## src/rtl/pgw_pkg.sv

```systemverilog
// Shared types for the presence-gated process wrapper.
package pgw_pkg;
    typedef enum logic [1:0] {
        ST_IDLE = 2'd0,  // waiting for an activation tick
        ST_REQ  = 2'd1,  // reading every port word in turn
        ST_EXEC = 2'd2,  // latching compute results
        ST_WR   = 2'd3   // writing every port word back in turn
    } pgw_state_e;
endpackage

```

## src/rtl/pgw_index_bank.sv

```systemverilog
// Per-port running index with a modulo-bound step.
// Assumes: every bound in BOUNDS is between 1 and 2**IDX_W-1.
module pgw_index_bank #(
    parameter int NUM_PORTS = 4,
    parameter int IDX_W     = 3,
    parameter logic [NUM_PORTS*IDX_W-1:0] BOUNDS = '1
) (
    input  logic                       clk,
    input  logic                       rst_n,
    input  logic                       adv_i,
    output logic [NUM_PORTS*IDX_W-1:0] idx_o
);
    for (genvar p = 0; p < NUM_PORTS; p++) begin : g_port
        localparam logic [IDX_W-1:0] LAST = BOUNDS[p*IDX_W +: IDX_W] - 1'b1;
        logic [IDX_W-1:0] idx_q;
        // Step this port's index on a completed firing, wrapping at its bound.
        always_ff @(posedge clk) begin
            if (!rst_n)          idx_q <= '0;
            else if (adv_i)      idx_q <= (idx_q == LAST) ? '0 : idx_q + 1'b1;
        end
        assign idx_o[p*IDX_W +: IDX_W] = idx_q;
    end
endmodule

```

## src/rtl/pgw_compute_stub.sv

```systemverilog
// Placeholder compute function: output k = sum of inputs + k, truncated.
// Assumes: purely combinational; the wrapper latches its outputs.
module pgw_compute_stub #(
    parameter int NUM_IN  = 2,
    parameter int NUM_OUT = 2,
    parameter int DATA_W  = 31
) (
    input  logic [NUM_IN*DATA_W-1:0]  in_i,
    output logic [NUM_OUT*DATA_W-1:0] out_o
);
    logic [DATA_W-1:0] sum;
    // Accumulate all input payloads at payload width.
    always_comb begin
        sum = '0;
        for (int i = 0; i < NUM_IN; i++) sum = sum + in_i[i*DATA_W +: DATA_W];
    end
    for (genvar k = 0; k < NUM_OUT; k++) begin : g_out
        assign out_o[k*DATA_W +: DATA_W] = sum + DATA_W'(k);
    end
endmodule

```

## src/rtl/pgw_wrapper.sv

```systemverilog
// Presence-gated wrapper around one compute function.
// Reads every port word, fires only when inputs are present and output
// slots empty, writes results and consumed inputs back, then steps indices.
// Assumes: one storage transaction outstanding; ack may come any cycle
// after the request (including the first); port p has base p*CH_STRIDE.
module pgw_wrapper #(
    parameter int NUM_IN    = 2,
    parameter int NUM_OUT   = 2,
    parameter int DATA_W    = 31,
    parameter int ADDR_W    = 6,
    parameter int IDX_W     = 3,
    parameter int CH_STRIDE = 16,
    parameter logic [(NUM_IN+NUM_OUT)*IDX_W-1:0] BOUNDS = {3'd2, 3'd4, 3'd3, 3'd4}
) (
    input  logic              clk,
    input  logic              rst_n,
    input  logic              tick_i,
    output logic              st_req_o,
    output logic              st_we_o,
    output logic [ADDR_W-1:0] st_addr_o,
    output logic [DATA_W:0]   st_wdata_o,
    input  logic              st_ack_i,
    input  logic [DATA_W:0]   st_rdata_i,
    output logic              stall_o
);
    import pgw_pkg::*;

    localparam int P      = NUM_IN + NUM_OUT;
    localparam int SLOT_W = (P > 1) ? $clog2(P) : 1;

    pgw_state_e               state;
    logic [SLOT_W-1:0]        slot;
    logic                     ok_q;
    logic [DATA_W-1:0]        rd_pay [P];
    logic [DATA_W-1:0]        wr_pay [P];
    logic [P*IDX_W-1:0]       idx_flat;
    logic [ADDR_W-1:0]        port_addr [P];
    logic [NUM_IN*DATA_W-1:0] cmp_in;
    logic [NUM_OUT*DATA_W-1:0] cmp_out;
    logic                     is_in, is_last, ok_now, adv;

    pgw_index_bank #(.NUM_PORTS(P), .IDX_W(IDX_W), .BOUNDS(BOUNDS)) u_idx (
        .clk(clk), .rst_n(rst_n), .adv_i(adv), .idx_o(idx_flat)
    );

    pgw_compute_stub #(.NUM_IN(NUM_IN), .NUM_OUT(NUM_OUT), .DATA_W(DATA_W)) u_cmp (
        .in_i(cmp_in), .out_o(cmp_out)
    );

    for (genvar p = 0; p < P; p++) begin : g_port
        assign port_addr[p] = ADDR_W'(p*CH_STRIDE) + ADDR_W'(idx_flat[p*IDX_W +: IDX_W]);
        if (p < NUM_IN) begin : g_in
            assign cmp_in[p*DATA_W +: DATA_W] = rd_pay[p];
            // Keep the consumed input payload for its write-back.
            always_ff @(posedge clk) begin
                if (state == ST_EXEC) wr_pay[p] <= rd_pay[p];
            end
        end else begin : g_out
            // Latch this output's compute result.
            always_ff @(posedge clk) begin
                if (state == ST_EXEC) wr_pay[p] <= cmp_out[(p-NUM_IN)*DATA_W +: DATA_W];
            end
        end
    end

    assign is_in      = (slot < SLOT_W'(NUM_IN));
    assign is_last    = (slot == SLOT_W'(P-1));
    assign ok_now     = is_in ? st_rdata_i[DATA_W] : ~st_rdata_i[DATA_W];
    assign st_req_o   = (state == ST_REQ) || (state == ST_WR);
    assign st_we_o    = (state == ST_WR);
    assign st_addr_o  = port_addr[slot];
    assign st_wdata_o = {~is_in, wr_pay[slot]};
    assign adv        = (state == ST_WR) && st_ack_i && is_last;

    // Capture each port's read payload as its acknowledge arrives.
    always_ff @(posedge clk) begin
        if (state == ST_REQ && st_ack_i) rd_pay[slot] <= st_rdata_i[DATA_W-1:0];
    end

    // Control sequence: idle -> reads -> execute -> writes -> idle.
    always_ff @(posedge clk) begin
        if (!rst_n) begin
            state   <= ST_IDLE;
            slot    <= '0;
            ok_q    <= 1'b1;
            stall_o <= 1'b0;
        end else begin
            stall_o <= 1'b0;
            case (state)
                ST_IDLE: if (tick_i) begin
                    state <= ST_REQ;
                    slot  <= '0;
                    ok_q  <= 1'b1;
                end
                ST_REQ: if (st_ack_i) begin
                    ok_q <= ok_q & ok_now;
                    if (is_last) begin
                        slot <= '0;
                        if (ok_q & ok_now) state <= ST_EXEC;
                        else begin
                            state   <= ST_IDLE;
                            stall_o <= 1'b1;
                        end
                    end else slot <= slot + 1'b1;
                end
                ST_EXEC: state <= ST_WR;
                ST_WR: if (st_ack_i) begin
                    if (is_last) begin
                        state <= ST_IDLE;
                        slot  <= '0;
                    end else slot <= slot + 1'b1;
                end
                default: state <= ST_IDLE;
            endcase
        end
    end
endmodule

```

## config.mk

```make
export PLATFORM = sky130hd
export DESIGN_NAME = pgw_wrapper
export DESIGN_NICKNAME = d
export VERILOG_FILES = /design/src/rtl/pgw_pkg.sv /design/src/rtl/pgw_index_bank.sv /design/src/rtl/pgw_compute_stub.sv /design/src/rtl/pgw_wrapper.sv
export SDC_FILE = /design/constraint.sdc
export NUM_CORES = 1
export LEC_CHECK = 0
export ABC_AREA = 1
export BUFFER_PORTS_ARGS = -buffer_cell sky130_fd_sc_hd__buf_2
export CAP_MARGIN = 10
export CORE_MARGIN = 1
export CORE_UTILIZATION = 35
export CTS_BUF_LIST = sky130_fd_sc_hd__clkbuf_16
export CTS_CLUSTER_SIZE = 25
export DETAILED_ROUTE_END_ITERATION = 8
export PLACE_DENSITY = 0.63
export SYNTH_ARGS = -nofsm -noshare
export SYNTH_HDL_FRONTEND = slang
export SYNTH_SLANG_ARGS = --single-unit
```

## constraint.sdc

```tcl
create_clock -name clk -period 11.9 [get_ports clk]
set_input_delay 0.595 -clock clk [delete_from_list [all_inputs] [get_ports clk]]
set_output_delay 0.595 -clock clk [all_outputs]
set_load 0.03 [all_outputs]
```

==> results of run 1 <==
state kept, by name, summed over array words and instances (netlist names), named ones only:
name and count:
slot 2, ok_q 1, stall_o 1, state 1, rd_pay 62, u_idx.g_port.idx_q 12
wr_pay 124
routing by layer:
layer,track usage,wire length (um)
met2,0.2782,12020
met3,0.03136,1533
met1,0.2430,12710
met5,0,13
met4,0.04131,428
placed cells by master (no fill, tap or decap), types with 6 or more instances in the layout:
cell	instances
dfxtp_1	19
nand4_1	15
clkinv_2	6
xor2_1	17
nor3_1	10
a21oi_1	29
edfxtp_1	186
nand3_1	48
nor2_2	9
inv_1	189
ha_1	36
o21ai_0	79
buf_2	75
nor2_1	142
o22ai_1	33
nand2_2	18
clkbuf_16	23
nand2_1	305
nor2_4	7
nand3_2	6
power by group through the flow:
stage / clock [mW] / sequential [mW] / combinational (mW)
3_5_place_dp: 0 / 0.821 / 0.221
2_1_floorplan: 0 / 0.819 / 0.152
5_1_grt: 0.752 / 0.806 / 0.246
6_report: 0.711 / 0.805 / 0.220
3_3_place_gp: 0 / 0.820 / 0.217
4_1_cts: 0.728 / 0.805 / 0.221
logic make-up (layout without fill, tap and decap cells):
kind of cell / count (synthesis) / count (layout) / synth area share
AOI/OAI and AO/OA: 147 / 147 / 0.07382
xor gates and xnor gates: 23 / 23 / 0.01944
adders and majority gates: 37 / 37 / 0.04378
buffers and inverters: 215 / 312 / 0.07579
DFF: 206 / 206 / 0.5570
other: 1 / 2 / 0.0003489
and+or+nand+nor: 573 / 573 / 0.2298
per-stage QoR:
stage,hold WS (ns),instances,power (mW)
after global routing,0.2493,1689,1.804
final,0.2657,1690,1.737
after detailed placement,0.4397,1647,1.041
after CTS,0.2432,1689,1.754
after floorplan,0.4224,1202,0.9719
after global placement,0.4331,1647,1.038
area by class of cell:
class / count / area (um^2) / share of cell area
multi-input combinational: 781 / 3969 / 0.3219
antenna: 1 / 2.502 / 0.0002030
clock buffer: 23 / 575.6 / 0.04668
timing repair buffer: 80 / 412.9 / 0.03349
clock inverter: 19 / 181.4 / 0.01471
sequential: 206 / 5987 / 0.4856
inverter: 190 / 713.2 / 0.05784
tap: 390 / 488.0 / 0.03958
worst max path at each step:
stage,start,to,slack [ns],cells after the start
floorplan,state[0]$_SDFFE_PN0P_,flop,5.16,5
global placement,rd_pay[0][0]$_DFFE_PP_,wr_pay[3][23]$_DFFE_PP_,8.80,16
detailed placement,rd_pay[0][0]$_DFFE_PP_,wr_pay[3][23]$_DFFE_PP_,8.78,16
CTS,flop,st_wdata_o[7],8.23,6
global route,flop,st_wdata_o[0],7.93,6
finish,flop,st_wdata_o[7],8.25,6
worst max-delay path, cell delays in order, from the launching register on:
cell and delay, ns:
dfxtp_2 0.31, buf_4 0.54, clkinv_1 0.60, buf_4 0.47, o21ai_0 0.23, o22ai_1 0.13, buf_2 0.20
==> flow_summary.ini, run 1 <==
[run_status]
status = completed

[cells_and_area]
fin_area_um2 = 12330
nets = 1355
synthToLayoutAreaGrowth_pct = 14.73
drive_gt1_frac = 0.1278
num-fill-cells = 3033
utilization = 0.4116

[critical_path]
end_kind = output pin
critPathMaxFanout = 63
reg2reg_depth = 16
r2r-start = rd_pay[0][0]$_DFFE_PP_
cp-start-kind = flop
reg2reg_to = wr_pay[3][23]$_DFFE_PP_
cp.required_ns = 11.31
r2r_setup_slack_ns = 8.77
crit_type = flop to output pin
cp.arrival_ns = 3.05

[yosys]
yosysSeqAreaShare = 0.5570
syn_area_um2 = 10750
synth_ff_type = edfxtp_1
yosysMostFrequentCell = nand2_1
yosysTopAreaCell = edfxtp_1
synth_top_cells_by_area = edfxtp_1 (52%), nand2_1 (11%), inv_1 (6.5%)
synth_common_cells = nand2_1 (305), inv_1 (187), edfxtp_1 (186)
synth-seq-cells = 206
syn-num-nets = 1275
yosysWarnings = 0
syn_avg_cell_area_um2 = 8.941
ys_types = 34
synth-edff-count = 186
syn_inst = 1202
synth_top_area_share = 0.5197
synthArstFlopShare = 0

[detailed_routing]
drt_iter0_markers = 453
ant_nets = 0
vias = 8106
finalWirelength_um = 26700
viasPerCell = 4.796
avgRoutedWirePerCell_um = 15.80
route.detailed.drc = 0
first_pass_iters = 6

[timing]
rsz0062_at_grt = false
hold_viol = 0
fmax_mhz = 274.3
finalSetupViolations = 0
period_share = 0.3064
worstMarginPinSlew_ns = 1.148
tns_ns = 0
drv_slew = 0
finalWorstSetupSlack_ns = 8.254
fin_crit_ns = 3.646
clock-skew-final_ns = 0.01100
slew_headroom = 0.2336

[floorplanning]
start_util = 0.3588
dieHeight_um = 177.2
ios = 77
placementRows = 63
die_area_um2 = 31410
fp.coreArea_um2 = 29950
dieWidth_um = 177.2

[global_routing]
grt_start_max_net_pins = 75
grt_pass1_wl_um = 42180
grt_pass1_vias = 7871
grt.overflow.total = 0
grt_usage = 0.1739
grt_antenna_before_repair = 2

[power]
leakagePower_nw = 5.293
p_sw_frac = 0.2632
p_sw_mw = 0.4572
combinationalPowerShare = 0.127
pwr-share-clk = 0.410
seqPwrFrac = 0.464
vdd_drop_max_uv = 85.90
cell_internal_pwr_mw = 1.280
power_density_nw_per_um2 = 140.9

[clock_network]
cts_max_level = 1
cts_hold_buf = 0
clk_path_buf_depth = 3
clockRootBuffer = clkbuf_16
cts.clk_slew.worst_paths_ns = 0.06
post_cts_buffers = 0
numCtsBuffers = 23
cts_tree = built
cts_sinks = 206
post_cts_resized = 0
clk_latency_ns = 0.52

[hold_path]
hp-class = input port to flop
hold_path_end = rd_pay[0][16]$_DFFE_PP_
min_from = st_rdata_i[16]
hold_depth = 1

[placed_design]
pre_cts_slack_ns = 8.781
portBuffers = 75
gp_congestion = 0.9153
dp_hpwl_um = 19380
placed_area_um2 = 11570

[run]
cap_violations = 0
Note: power is estimated with default switching activity, not from simulation.
==> inputs of run 2 (changes only) <==
--- a/config.mk
+++ b/config.mk
@@ -5,7 +5,7 @@
 export SDC_FILE = /design/constraint.sdc
 export NUM_CORES = 1
 export LEC_CHECK = 0
-export ABC_AREA = 1
+export ABC_AREA = 0
 export BUFFER_PORTS_ARGS = -buffer_cell sky130_fd_sc_hd__buf_2
 export CAP_MARGIN = 10
 export CORE_MARGIN = 1
==> constraint.sdc (replaced) <==
create_clock -name clk -period 3.6 [get_ports clk]
set_input_delay 0.18 -clock clk [delete_from_list [all_inputs] [get_ports clk]]
set_output_delay 0.18 -clock clk [all_outputs]
set_load 0.03 [all_outputs]
==> flow_summary.ini, run 2 <==
[run_status]
status = completed

[floorplanning]
fp.coreArea_um2 = 27860
ios = 77
die_area_um2 = 29050
placementRows = 61
dieHeight_um = 170.5
dieWidth_um = 170.5
start_util = 0.3565

[global_routing]
grt_usage = 0.1454
grt.overflow.total = 0
grt_pass1_vias = 6084
grt_start_max_net_pins = 125
grt_pass1_wl_um = 32710
grt_antenna_before_repair = 0

[power]
vdd_drop_max_uv = 244.2
power_density_nw_per_um2 = 442.7
leakagePower_nw = 4.087

[yosys]
synth_ff_type = edfxtp_1
synth-seq-cells = 206
syn_avg_cell_area_um2 = 14.48
synth_common_cells = edfxtp_1 (186), nand2_1 (47), a21oi_1 (36), ha_1 (36), mux4_2 (34)
yosysMostFrequentCell = edfxtp_1
yosysTopAreaCell = edfxtp_1
synth_compound_area_frac = 0.09297
syn-num-nets = 759
ys_types = 83
synth_adder_area_share = 0.04737
yosysWarnings = 0
yosysSeqAreaShare = 0.6027
synthArstFlopShare = 0
synth-xor-area-share = 0.04699
synth_top_cells_by_area = edfxtp_1 (56%), mux4_2 (7.7%), ha_1 (4.5%)
synth-edff-count = 186
synth-simple-area-share = 0.1068
synth_top_family_by_area = simple AND/OR/NAND/NOR gates
syn_inst = 686
synth_top_area_share = 0.5624
muxShareOfSynthArea = 0.07911
syn_area_um2 = 9932

[clock_network]
cts_sinks = 206
clk_latency_ns = 0.50
clk_path_buf_depth = 3
cts_tree = built
clockRootBuffer = clkbuf_16
cts_max_level = 1
numCtsBuffers = 23
cts.clk_slew.worst_paths_ns = 0.06

[placed_design]
gp_congestion = 0.8411
dp_hpwl_um = 14470
pre_cts_slack_ns = 0.1478
portBuffers = 75
placed_cells = 1121

[detailed_routing]
finalWirelength_um = 20650
drt_iter0_markers = 392
viasPerCell = 5.067
dr_wl_met3_um = 1026
first_pass_iters = 5
top_layer_used = met4
vias = 6086
ant_nets = 0
wl_met1_um = 9550
avgRoutedWirePerCell_um = 17.19
route.detailed.drc = 0
wl_met2_um = 9648

[critical_path]
cp.arrival_ns = 3.64
end_kind = flop
cp.required_ns = 3.86
crit_type = flop to flop
cp-start-kind = flop
critPathMaxFanout = 5

[timing]
hold_viol = 0
period_share = 0.9408
drv_slew = 0
slew_headroom = 0.4820
fin_crit_ns = 3.387
fmax_mhz = 295.3
finalSetupViolations = 0
tns_ns = 0
worstMarginPinSlew_ns = 0.7689
clock-skew-final_ns = 0.01568
finalWorstSetupSlack_ns = 0.2131
rsz0062_at_grt = false

[cells_and_area]
nets = 880
drive_gt1_frac = 0.2491
fin_cells = 1201
multiInputGateArea_um2 = 3771
reg_top3 = wr_pay: 124 flops, rd_pay: 62 flops, u_idx.g_port.idx_q: 12 flops
final_common_cell = edfxtp_1
regMostFlops = wr_pay
n_antenna_cell = 0
seqCellArea_um2 = 5987
largest_register_ffs = 124
synthToLayoutAreaGrowth_pct = 19.46
num-fill-cells = 2585
final_cell_mix = edfxtp_1 (186), buf_2 (75), nand2_1 (47), a21oi_1 (36), ha_1 (36)

[run]
cap_violations = 0

[hold_path]
hp-class = input port to flop
## run 2: changes by cell type after synthesis, sizes merged, moves of 32 or more
cell | before | now
inv | 188 | 18
mux4 | 0 | 34
nand2 | 325 | 48
nand3 | 56 | 24
nor2 | 158 | 23
o21ai | 79 | 28
## run 2: worst paths after layout
path | cells past startpoint | start | endpoint | slack [ns]
setup / recovery | 12 | rd_pay[0][0]$_DFFE_PP_ | wr_pay[3][27]$_DFFE_PP_ | 0.21
hold / removal | 2 | rst_n | ok_q$_SDFFE_PN1P_ | 0.03
setup reg to reg | 12 | rd_pay[0][0]$_DFFE_PP_ | wr_pay[3][27]$_DFFE_PP_ | 0.21
hold reg to reg | 0 | rd_pay[1][27]$_DFFE_PP_ | wr_pay[1][27]$_DFFE_PP_ | 0.45
## run 2: timing repair
item / CTS / global route
resized for setup: 0 / 4
endpoints found under the setup margin: 0 / 9
setup buffers: 0 / 6
hold endpoints to repair: 65 / 0
hold buffers: 33 / 0
## run 2: logic make-up (layout without fill, tap and decap cells)
family	Yosys count	after routing
xor+xnor	49	49
fa+ha+maj	37	37
buf+inv	49	186
flops	206	206
mux	36	36
simple gates	184	184
compound gates	124	124
other cells	1	1
## run 2: area by class of cell
cell class / count / share of cell area
Inverter: 18 / 0.005694
Multi-Input combinational cell: 431 / 0.3178
Tap cell: 378 / 0.03986
Timing Repair Buffer: 127 / 0.07255
Clock buffer: 23 / 0.04851
Clock inverter: 18 / 0.01097
Sequential cell: 206 / 0.5046
## run 2: power by group
part / internal (mW) / leakage, nW / switching (mW)
clock network: 1.30 / 0.364 / 0.887
registers: 2.63 / 1.84 / 0.0146
logic: 0.176 / 1.88 / 0.247
total: 4.10 / 4.09 / 1.15
## run 2: per-layer routing
| layer | global-route usage | vias to the layer above |
|---|---|---|
| met4 | 0.04309 | 0 |
| met5 | 0 | - |
| met1 | 0.2012 | 2975 |
| li1 | - | 2913 |
| met2 | 0.2352 | 163 |
| met3 | 0.02279 | 35 |
## run 2: stage by stage
step                      total power [mW]    util  cell area (um^2)  hold slack, ns
after global placement               3.080  0.3860             10750          0.3693
after floorplan                      2.975       -              9950          0.2789
after global routing                 5.446  0.4259             11870         0.05260
final                                5.252  0.4259             11870         0.02669
after detailed placement             3.086  0.3860             10750          0.3712
after CTS                            5.321  0.4232             11790        0.008137
## run 2: worst max-delay path, cell delays in order, from the launching register on
cell and delay [ns]:
edfxtp_1 0.38, ha_1 0.24, fa_1 0.45, a21oi_1 0.16, o211a_1 0.29, xnor2_2 0.18, nand3_2 0.17, nor4_4 0.38
nand4_4 0.20, nor4_4 0.23, buf_4 0.18, nand4_1 0.13, xnor2_1 0.15
==> inputs of run 3 (changes only) <==
--- a/config.mk
+++ b/config.mk
@@ -8,12 +8,12 @@
 export ABC_AREA = 0
 export BUFFER_PORTS_ARGS = -buffer_cell sky130_fd_sc_hd__buf_2
 export CAP_MARGIN = 10
-export CORE_MARGIN = 1
-export CORE_UTILIZATION = 35
+export CORE_MARGIN = 2
+export CORE_UTILIZATION = 45
 export CTS_BUF_LIST = sky130_fd_sc_hd__clkbuf_16
 export CTS_CLUSTER_SIZE = 25
 export DETAILED_ROUTE_END_ITERATION = 8
-export PLACE_DENSITY = 0.63
+export PLACE_DENSITY = 0.75
 export SYNTH_ARGS = -nofsm -noshare
 export SYNTH_HDL_FRONTEND = slang
 export SYNTH_SLANG_ARGS = --single-unit
==> flow_summary.ini, run 3 (synthesis gave the netlist of run 2 again) <==
[hold_path]
hp-class = input port to flop
hold_depth = 2

[clock_network]
clk_path_buf_depth = 3
numCtsBuffers = 21
cts_sinks = 206
clk_latency_ns = 0.49
cts_tree = built
clockRootBuffer = clkbuf_16
cts_max_level = 1
cts.clk_slew.worst_paths_ns = 0.06

[cells_and_area]
fin_area_um2 = 11800
nets = 875
largest_register_ffs = 124
utilization = 0.5422
regMostFlops = wr_pay
synthToLayoutAreaGrowth_pct = 18.77
final_common_cell = edfxtp_1
reg_top3 = wr_pay: 124 flops, rd_pay: 62 flops, u_idx.g_port.idx_q: 12 flops
final_cell_mix = edfxtp_1 (186), buf_2 (75), nand2_1 (47), a21oi_1 (36)
n_antenna_cell = 0
fin_cells = 1097
drive_gt1_frac = 0.2583

[timing]
slew_headroom = 0.4895
fmax_mhz = 290.3
clock-skew-final_ns = 0.009287
tns_ns = 0
worstMarginPinSlew_ns = 0.7640
finalWorstSetupSlack_ns = 0.1549
drv_slew = 0
rsz0062_at_grt = false
period_share = 0.9570
fin_crit_ns = 3.445
hold_viol = 0
hold_slack_ns = 0.02648
finalSetupViolations = 0

[power]
pwr-share-clk = 0.438
seqPwrFrac = 0.485
p_sw_mw = 1.149
combinationalPowerShare = 0.077
power_density_nw_per_um2 = 461.9
finalPower_mw = 5.449
leakagePower_nw = 4.090
p_sw_frac = 0.2109
cell_internal_pwr_mw = 4.300
vdd_drop_max_uv = 260.7

[global_routing]
grt_pass1_vias = 6127
grt_pass1_wl_um = 32140
grt_usage = 0.1696
grt.overflow.total = 0
grt_start_max_net_pins = 40
grt_antenna_before_repair = 0

[detailed_routing]
avgRoutedWirePerCell_um = 18.31
route.detailed.drc = 0
vias = 6139
drt_iter0_markers = 502
ant_nets = 0
finalWirelength_um = 20090
viasPerCell = 5.596
first_pass_iters = 5

[floorplanning]
die_area_um2 = 23280
start_util = 0.4565
fp.coreArea_um2 = 21760
placementRows = 54
ios = 77
dieHeight_um = 152.6
dieWidth_um = 152.6

[placed_design]
portBuffers = 75
pre_cts_slack_ns = 0.1461
placed_cells = 1024
gp_congestion = 0.8543
dp_hpwl_um = 13970
placed_area_um2 = 10650

[critical_path]
max_stage_delay_ns = 0.45
critPathSlowestCell = ha_1
cp.required_ns = 3.84
crit_top_cell = xnor2_1
end_kind = flop
crit_type = flop to flop
reg2reg_depth = 11
cp-start-kind = flop
critPathMaxFanout = 10
worstPathCellList = ha_1, a21oi_1, o21ai_1, a211oi_4, xnor2_1, o211a_1, nand4_4, nor4_4, buf_4, nand4_1, xnor2_1
cp.arrival_ns = 3.69

[run]
cap_violations = 0

[run_status]
status = completed
-- run 3: cell count changes in the layout (fill, tap and decap cells not counted), moves of 2 or more --
cell | previous run | this run
ha_1 | 36 | 34
ha_2 | 0 | 2
bufinv_16 | 2 | 6
clkinvlp_4 | 0 | 2
inv_1 | 22 | 19
clkbuf_16 | 23 | 21
buf_4 | 18 | 15
clkinv_1 | 7 | 2
-- run 3: final timing paths --
kind                                    startpoint                                    end  slack (ns)
min reg2reg  u_idx.g_port[2].idx_q[2]$_SDFFE_PN0P_  u_idx.g_port[2].idx_q[2]$_SDFFE_PN0P_        0.45
max                         rd_pay[0][7]$_DFFE_PP_                wr_pay[3][27]$_DFFE_PP_        0.15
min                                          rst_n                      ok_q$_SDFFE_PN1P_        0.03
max reg2reg                 rd_pay[0][7]$_DFFE_PP_                wr_pay[3][27]$_DFFE_PP_        0.15
-- run 3: power by group through the flow --
| stage | clock (mW) | sequential, mW | combinational, mW |
|---|---|---|---|
| global route | 2.53 | 2.64 | 0.456 |
| detailed placement | 0 | 2.70 | 0.386 |
| floorplan | 0 | 2.69 | 0.284 |
| global placement | 0 | 2.69 | 0.379 |
| CTS | 2.44 | 2.64 | 0.416 |
| finish | 2.39 | 2.64 | 0.419 |
-- run 3: timing repair --
action,CTS,global route
hold buffers,32,0
setup buffers,0,3
endpoints found under the setup margin,0,11
hold endpoints to repair,63,0
resized for setup,0,8
-- run 3: layer usage --
metal | vias up | share of wire | GRT usage
met5 | - | 0 | 0
met3 | 29 | 0.047 | 0.02617
met4 | 0 | 0.017 | 0.04321
li1 | 2901 | - | -
met2 | 180 | 0.49 | 0.2836
met1 | 3029 | 0.44 | 0.2341
-- run 3: worst max-delay path, delay by kind of cell, from the launching register on --
kind	cells	cell delay (ns)
xor gates and xnor gates	2	0.43
AOI/OAI and AO/OA	4	1.19
DFF	1	0.39
buffers and inverters	1	0.18
adders and majority gates	1	0.45
and+or+nand+nor	3	0.55
-- run 3: cell type report --
class,count,area (um^2)
Fill cell,1814,9960
Sequential cell,206,5987
Multi-Input combinational cell,431,3777
Timing Repair Buffer,124,848.3
Clock buffer,21,525.5
Tap cell,280,350.3
Clock inverter,17,240.2
Inverter,18,67.56
